`config.mk`:
```
export PLATFORM = sky130hd
export DESIGN_NAME = plane_gfx_dp
export DESIGN_NICKNAME = d
export VERILOG_FILES = /design/src/rtl/pgd_pkg.sv /design/src/rtl/pgd_regs.sv /design/src/rtl/pgd_read.sv /design/src/rtl/pgd_write.sv /design/src/rtl/plane_gfx_dp.sv
export SDC_FILE = /design/constraint.sdc
export NUM_CORES = 1
export LEC_CHECK = 0
export BUFFER_PORTS_ARGS = -buffer_cell sky130_fd_sc_hd__buf_2
export CAP_MARGIN = 20
export CELL_PAD_IN_SITES_DETAIL_PLACEMENT = 1
export CELL_PAD_IN_SITES_GLOBAL_PLACEMENT = 2
export CORE_ASPECT_RATIO = 1.2
export CORE_MARGIN = 5
export CORE_UTILIZATION = 36
export DETAILED_ROUTE_END_ITERATION = 7
export PLACE_DENSITY = 0.83
export SETUP_SLACK_MARGIN = 0.4
export SYNTH_ARGS = -nofsm -noshare
export SYNTH_HDL_FRONTEND = slang
export SYNTH_SLANG_ARGS = --single-unit
```
`constraint.sdc`:
```
create_clock -name clk -period 4.1 [get_ports clk]
set_input_delay 0.82 -clock clk [delete_from_list [all_inputs] [get_ports clk]]
set_output_delay 0.82 -clock clk [all_outputs]
set_load 0.005 [all_outputs]
```
`src/rtl/pgd_pkg.sv`:
```
package pgd_pkg;
  localparam int PLANES = 4;
  localparam int PIX    = 8;
  localparam int PW     = PLANES * PIX;
  localparam int ROT_W  = $clog2(PIX);
  localparam int SEL_W  = $clog2(PLANES);
  localparam int IDX_W  = 8;
  localparam int NREG   = 9;

  typedef enum logic [1:0] {WM_ALU = 2'd0, WM_COPY = 2'd1, WM_FILL = 2'd2, WM_NONE = 2'd3} wmode_e;
  typedef enum logic [1:0] {FN_PASS = 2'd0, FN_AND = 2'd1, FN_OR = 2'd2, FN_XOR = 2'd3} func_e;

  typedef struct packed {
    wmode_e             wmode;
    logic               rmode;
    logic [PLANES-1:0]  map_mask;
    logic [PIX-1:0]     bit_mask;
    logic [ROT_W-1:0]   rot;
    func_e              func;
    logic [PLANES-1:0]  sr;
    logic [PLANES-1:0]  esr;
    logic [SEL_W-1:0]   rsel;
    logic [PLANES-1:0]  cmp;
    logic [PLANES-1:0]  dc;
  } regs_t;

  function automatic logic [PIX-1:0] rotr(input logic [PIX-1:0] d, input logic [ROT_W-1:0] n);
    logic [2*PIX-1:0] t;
    t = {d, d} >> n;
    return t[PIX-1:0];
  endfunction
endpackage

```
`src/rtl/pgd_regs.sv`:
```
module pgd_regs
  import pgd_pkg::*;
(
  input  logic             clk,
  input  logic             rst_n,
  input  logic             reg_wr,
  input  logic             reg_sel,
  input  logic [IDX_W-1:0] reg_wdata,
  output regs_t            regs_q
);
  logic [IDX_W-1:0] idx_q;

  always_ff @(posedge clk or negedge rst_n) begin
    if (!rst_n) begin
      idx_q           <= '0;
      regs_q.wmode    <= WM_ALU;
      regs_q.rmode    <= 1'b0;
      regs_q.map_mask <= '1;
      regs_q.bit_mask <= '1;
      regs_q.rot      <= '0;
      regs_q.func     <= FN_PASS;
      regs_q.sr       <= '0;
      regs_q.esr      <= '0;
      regs_q.rsel     <= '0;
      regs_q.cmp      <= '0;
      regs_q.dc       <= '1;
    end else if (reg_wr) begin
      if (!reg_sel) begin
        idx_q <= reg_wdata;
      end else if (idx_q < IDX_W'(NREG)) begin
        case (idx_q[3:0])
          4'd0: begin
            regs_q.wmode <= wmode_e'(reg_wdata[1:0]);
            regs_q.rmode <= reg_wdata[2];
          end
          4'd1: regs_q.map_mask <= reg_wdata[PLANES-1:0];
          4'd2: regs_q.bit_mask <= reg_wdata[PIX-1:0];
          4'd3: begin
            regs_q.rot  <= reg_wdata[ROT_W-1:0];
            regs_q.func <= func_e'(reg_wdata[ROT_W+1:ROT_W]);
          end
          4'd4: regs_q.sr   <= reg_wdata[PLANES-1:0];
          4'd5: regs_q.esr  <= reg_wdata[PLANES-1:0];
          4'd6: regs_q.rsel <= reg_wdata[SEL_W-1:0];
          4'd7: regs_q.cmp  <= reg_wdata[PLANES-1:0];
          default: regs_q.dc <= reg_wdata[PLANES-1:0];
        endcase
      end
    end
  end
endmodule

```
`src/rtl/pgd_read.sv`:
```
module pgd_read
  import pgd_pkg::*;
(
  input  logic           clk,
  input  logic           rst_n,
  input  logic           rd_go,
  input  logic           rsp_ready,
  input  logic [PW-1:0]  plane_rdata,
  input  regs_t          regs_q,
  output logic [PW-1:0]  latch_q,
  output logic           rsp_valid,
  output logic [PIX-1:0] rsp_data
);
  logic [PIX-1:0] match;
  logic [PIX-1:0] sel_byte;

  for (genvar b = 0; b < PIX; b++) begin : g_pix
    logic [PLANES-1:0] colour;
    for (genvar p = 0; p < PLANES; p++) begin : g_pl
      assign colour[p] = plane_rdata[p*PIX + b];
    end
    assign match[b] = ((colour ^ regs_q.cmp) & regs_q.dc) == '0;
  end

  assign sel_byte = plane_rdata[regs_q.rsel*PIX +: PIX];

  always_ff @(posedge clk or negedge rst_n) begin
    if (!rst_n) begin
      latch_q   <= '0;
      rsp_valid <= 1'b0;
      rsp_data  <= '0;
    end else if (rd_go) begin
      latch_q   <= plane_rdata;
      rsp_valid <= 1'b1;
      rsp_data  <= regs_q.rmode ? match : sel_byte;
    end else if (rsp_ready) begin
      rsp_valid <= 1'b0;
    end
  end
endmodule

```
`src/rtl/pgd_write.sv`:
```
module pgd_write
  import pgd_pkg::*;
(
  input  logic              wr_go,
  input  logic [PIX-1:0]    cpu_wdata,
  input  logic [PW-1:0]     latch_q,
  input  regs_t             regs_q,
  output logic [PW-1:0]     plane_wdata,
  output logic [PLANES-1:0] plane_we
);
  logic [PIX-1:0] rot_d;
  assign rot_d = rotr(cpu_wdata, regs_q.rot);

  for (genvar p = 0; p < PLANES; p++) begin : g_pl
    logic [PIX-1:0] lat, src, fn, mrg;
    assign lat = latch_q[p*PIX +: PIX];

    always_comb begin
      if (regs_q.wmode == WM_FILL) src = {PIX{cpu_wdata[p]}};
      else if (regs_q.esr[p])      src = {PIX{regs_q.sr[p]}};
      else                         src = rot_d;
    end

    always_comb begin
      case (regs_q.func)
        FN_AND:  fn = src & lat;
        FN_OR:   fn = src | lat;
        FN_XOR:  fn = src ^ lat;
        default: fn = src;
      endcase
    end

    assign mrg = (fn & regs_q.bit_mask) | (lat & ~regs_q.bit_mask);
    assign plane_wdata[p*PIX +: PIX] = (regs_q.wmode == WM_COPY) ? lat : mrg;
    assign plane_we[p] = wr_go && regs_q.map_mask[p] && (regs_q.wmode != WM_NONE);
  end
endmodule

```
`src/rtl/plane_gfx_dp.sv`:
```
module plane_gfx_dp
  import pgd_pkg::*;
(
  input  logic              clk,
  input  logic              rst_n,
  input  logic              reg_wr,
  input  logic              reg_sel,
  input  logic [IDX_W-1:0]  reg_wdata,
  input  logic              cpu_valid,
  output logic              cpu_ready,
  input  logic              cpu_write,
  input  logic [PIX-1:0]    cpu_wdata,
  output logic              rsp_valid,
  input  logic              rsp_ready,
  output logic [PIX-1:0]    rsp_data,
  input  logic [PW-1:0]     plane_rdata,
  output logic [PW-1:0]     plane_wdata,
  output logic [PLANES-1:0] plane_we
);
  regs_t         regs_q;
  logic [PW-1:0] latch_q;
  logic          acc, rd_go, wr_go;

  assign cpu_ready = !rsp_valid || rsp_ready;
  assign acc       = cpu_valid && cpu_ready;
  assign rd_go     = acc && !cpu_write;
  assign wr_go     = acc && cpu_write;

  pgd_regs u_regs (
    .clk(clk), .rst_n(rst_n), .reg_wr(reg_wr), .reg_sel(reg_sel),
    .reg_wdata(reg_wdata), .regs_q(regs_q)
  );

  pgd_read u_read (
    .clk(clk), .rst_n(rst_n), .rd_go(rd_go), .rsp_ready(rsp_ready),
    .plane_rdata(plane_rdata), .regs_q(regs_q), .latch_q(latch_q),
    .rsp_valid(rsp_valid), .rsp_data(rsp_data)
  );

  pgd_write u_write (
    .wr_go(wr_go), .cpu_wdata(cpu_wdata), .latch_q(latch_q), .regs_q(regs_q),
    .plane_wdata(plane_wdata), .plane_we(plane_we)
  );
endmodule

```
==> flow_summary.ini <==
[cells_and_area]
final_area_mm2 = 0.00933
instances_no_fill = 1229
layout-drive-gt1-share_pct = 35.8
layout.nets = 1073
area_delta_synth_final_pct = 22.6
nFillCells = 2455
antenna_cells = 0
final_util_pct = 44.7

[synthesis]
ys_ff_latch = 87
synth_ff_type = dfrtp_1
yosysWarnings = 0
syn_avg_cell_area_um2 = 8.94
async_flop_share_pct = 100
syn_nets = 970
synth-edff-count = 0
syn_inst = 851
seq_area_frac_synth_pct = 28.9
synthesis.area_mm2 = 0.00761
ys_types = 61

[power]
ir_worst_vdd_mv = 0.188
seqPwrFrac_pct = 31.7
internal_power_mw = 2.10
power_mw = 3.49
pwr-share-comb_pct = 44.5
power.share.switching_pct = 39.9
power_switching_mw = 1.39
clkPwrFrac_pct = 23.8
leakage_nw = 4.32
powerDensity_mw_per_mm2 = 374

[timing]
fin_tns_setup_ns = 0
slew_headroom_pct = 39.6
skew_ns = 0.00820
period_minus_slack_ns = 3.88
maxSlewViolCount = 0
worstMarginPinSlew_ns = 0.905
timing.hold.ws_ns = 0.469
fmax_mhz = 258
post-route-period-util_pct = 94.5
setup-violations-final = 0
hold_viol = 0
fin_ws_ns = 0.225
rsz0062_at_grt = yes

[global_routing]
grt_pass1_vias = 7154
antenna_found_initial = 0
grt-ovfl-total = 0
grt_pass1_wl_um = 41600
grt.total_usage_pct = 22.3
grt_max_degree = 81

[clocking]
cts.root.buffer_cell = clkbuf_16
insertion_delay_ns = 0.36
cts.sinks = 87
numCtsBuffers = 9
cts_buffer_depth = 2
clk_pin_slew_ns = 0.07
h-tree-depth = 3
cts_tree = built
hold_buffers = 0

[critical_path]
crit_buf_inv = 4
crit_chain = buf_6 > mux4_2 > mux2i_4 > buf_12 > buf_12 > nor2_4 > o21ai_1 > ha_1 > a21oi_2 > a211oi_2 > a32o_2 > buf_2
path_delay_family = multiplexers
cp.depth = 12
endpoint = plane_wdata[21]
end_kind = output port
cp_slowest_cell = mux4_2
cp_max_fo = 5
reg2regPathDepth = 4
start_kind = register
crit_start = u_regs.regs_q[21]
reg2reg_from = u_regs.idx_q[7]
timing.rr.end = u_regs.regs_q[28]
r2r_slack_ns = 2.06
cp.arrival_ns = 3.06
cp_common_cell = buf_12
crit_type = register to output port
critical_path_required_ns = 3.28
crit_path_max_incr_delay_ns = 0.57

[die]
dieArea_mm2 = 0.0242
initial_core_util_pct = 36.4
die_w_um = 143
core_area_mm2 = 0.0209
die_y_um = 169
io_pins = 101
rows = 58

[placement]
hpwlAfterDp_um = 19800
placed_area_mm2 = 0.00840
port-buffer-count = 100
place_ws_ns = 0.0267
gp_congestion = 0.848
dp.cells = 1188

[route]
vias_per_cell = 5.64
detail_route.first_pass.iterations = 5
drc = 0
routedWlPerCell_um = 22.1
vias = 6926
ant_nets = 0
drtIter0Drc = 383
finalWirelength_um = 27200

[job]
cap_viol_max_count = 0

[hold_path]
hp-class = input pin to async pin

[run_status]
outcome = complete, no violations
==> repair_timing <==
| action | in CTS | in global routing |
|---|---|---|
| pin swaps | 43 | 48 |
| buffers inserted | 19 | 6 |
| gates resized for setup | 90 | 56 |
| setup endpoints to repair | 32 | 32 |
==> cell usage in the layout (no fill, tap or decap), types with 4 or more instances in the layout <==
master,synthesis,routed
and2_1,11,11
buf_2,10,91
buf_4,2,38
mux4_2,11,16
a32o_2,0,8
mux2i_1,11,10
a211oi_1,13,9
a21oi_2,0,12
a21oi_1,34,20
nor2_4,0,7
o31ai_1,9,6
nand2b_1,11,10
a221oi_2,0,4
nor2_1,56,46
nand2_1,106,105
a32o_1,12,4
clkbuf_16,0,9
nor3_2,4,4
a31oi_1,9,9
dfstp_2,16,16
mux2i_4,6,7
a211oi_2,2,6
o21a_1,23,23
xor2_1,32,32
a222oi_1,8,8
buf_6,3,15
inv_1,54,54
o21ai_2,2,8
dfrtp_2,0,5
mux2_2,47,47
nor2b_1,27,27
ha_1,64,64
o21ai_0,85,51
o21ai_1,0,27
o41ai_2,0,8
dfrtp_1,71,66
buf_12,0,6
==> cell families (layout without fill, tap and decap cells) <==
| family | count (synthesis) | after routing | share of synthesized area [%] |
|---|---|---|---|
| AOI/OAI and AO/OA | 230 | 230 | 19.9 |
| xor gates and xnor gates | 32 | 32 | 3.68 |
| adders and majority gates | 64 | 64 | 10.5 |
| buffers and inverters | 113 | 221 | 6.33 |
| DFF | 87 | 87 | 28.9 |
| muxes | 82 | 82 | 15.6 |
| and+or+nand+nor | 243 | 243 | 15.2 |
==> synthesized netlist by cell type (all sizes together), types with 21 or more instances <==
library cell    n  area share, %
dfrtp          71             23
o21a           23            2.3
nand2         107            5.3
a21oi          34            2.2
clkbuf         37            2.0
o21ai          87            5.8
ha             64             11
nor2           56            2.8
inv            54            2.7
xor2           32            3.7
mux2           49            7.3
buf            21            1.6
nor2b          27            2.2
==> power groups by stage <==
stage          clock network, mW  logic [mW]  registers (mW)
6_report                   0.829        1.55            1.11
5_1_grt                    0.881        1.72            1.12
4_1_cts                    0.848        1.47            1.10
3_5_place_dp                   0        1.34            1.12
3_3_place_gp                   0        1.30            1.11
2_1_floorplan                  0       0.906            1.06
==> sequential cells by signal, indices dropped and copies added (netlist names) <==
name              cells
u_read.latch_q       32
u_read.rsp_data       8
u_read.rsp_valid      1
u_regs.idx_q          8
u_regs.regs_q        38
==> worst register-to-register path: cells and delay by family, from the launching register on <==
family	cells	cell delay [ns]
muxes	1	0.46
and+or+nand+nor	3	1.15
DFF	1	0.38
==> final cells by class <==
cell class / instances / area, um2 / area share [%]
well taps: 270 / 338 / 3.62
clock inverters: 6 / 51.3 / 0.550
flip-flops and latches: 87 / 2200 / 23.6
clock buffers: 10 / 229 / 2.45
inverters: 54 / 203 / 2.17
multi-input cells: 651 / 5260 / 56.4
repair buffers: 151 / 1040 / 11.2
==> per-layer routing <==
metal  global-route usage [%]  vias to the layer above  wire length, um
met4                     7.52                        0              626
li1                         -                     3225                -
met5                        0                        -                0
met3                     2.65                       28              907
met2                     38.1                      162            13500
met1                     29.3                     3511            12100
==> worst min-delay path by stage <==
stage	from	end	slack (ns)	depth (start not counted)
after floorplan	u_regs.regs_q[35]	u_regs.regs_q[35]	0.48	1
after global placement	u_regs.idx_q[5]	u_regs.idx_q[5]	0.49	1
after detailed placement	u_regs.idx_q[7]	u_regs.idx_q[7]	0.50	1
after CTS	rst_n	u_read.rsp_valid	0.47	1
after global routing	rst_n	u_regs.regs_q[37]	0.49	1
final	rst_n	u_regs.idx_q[0]	0.47	1
(Power assumes the default switching activity.)
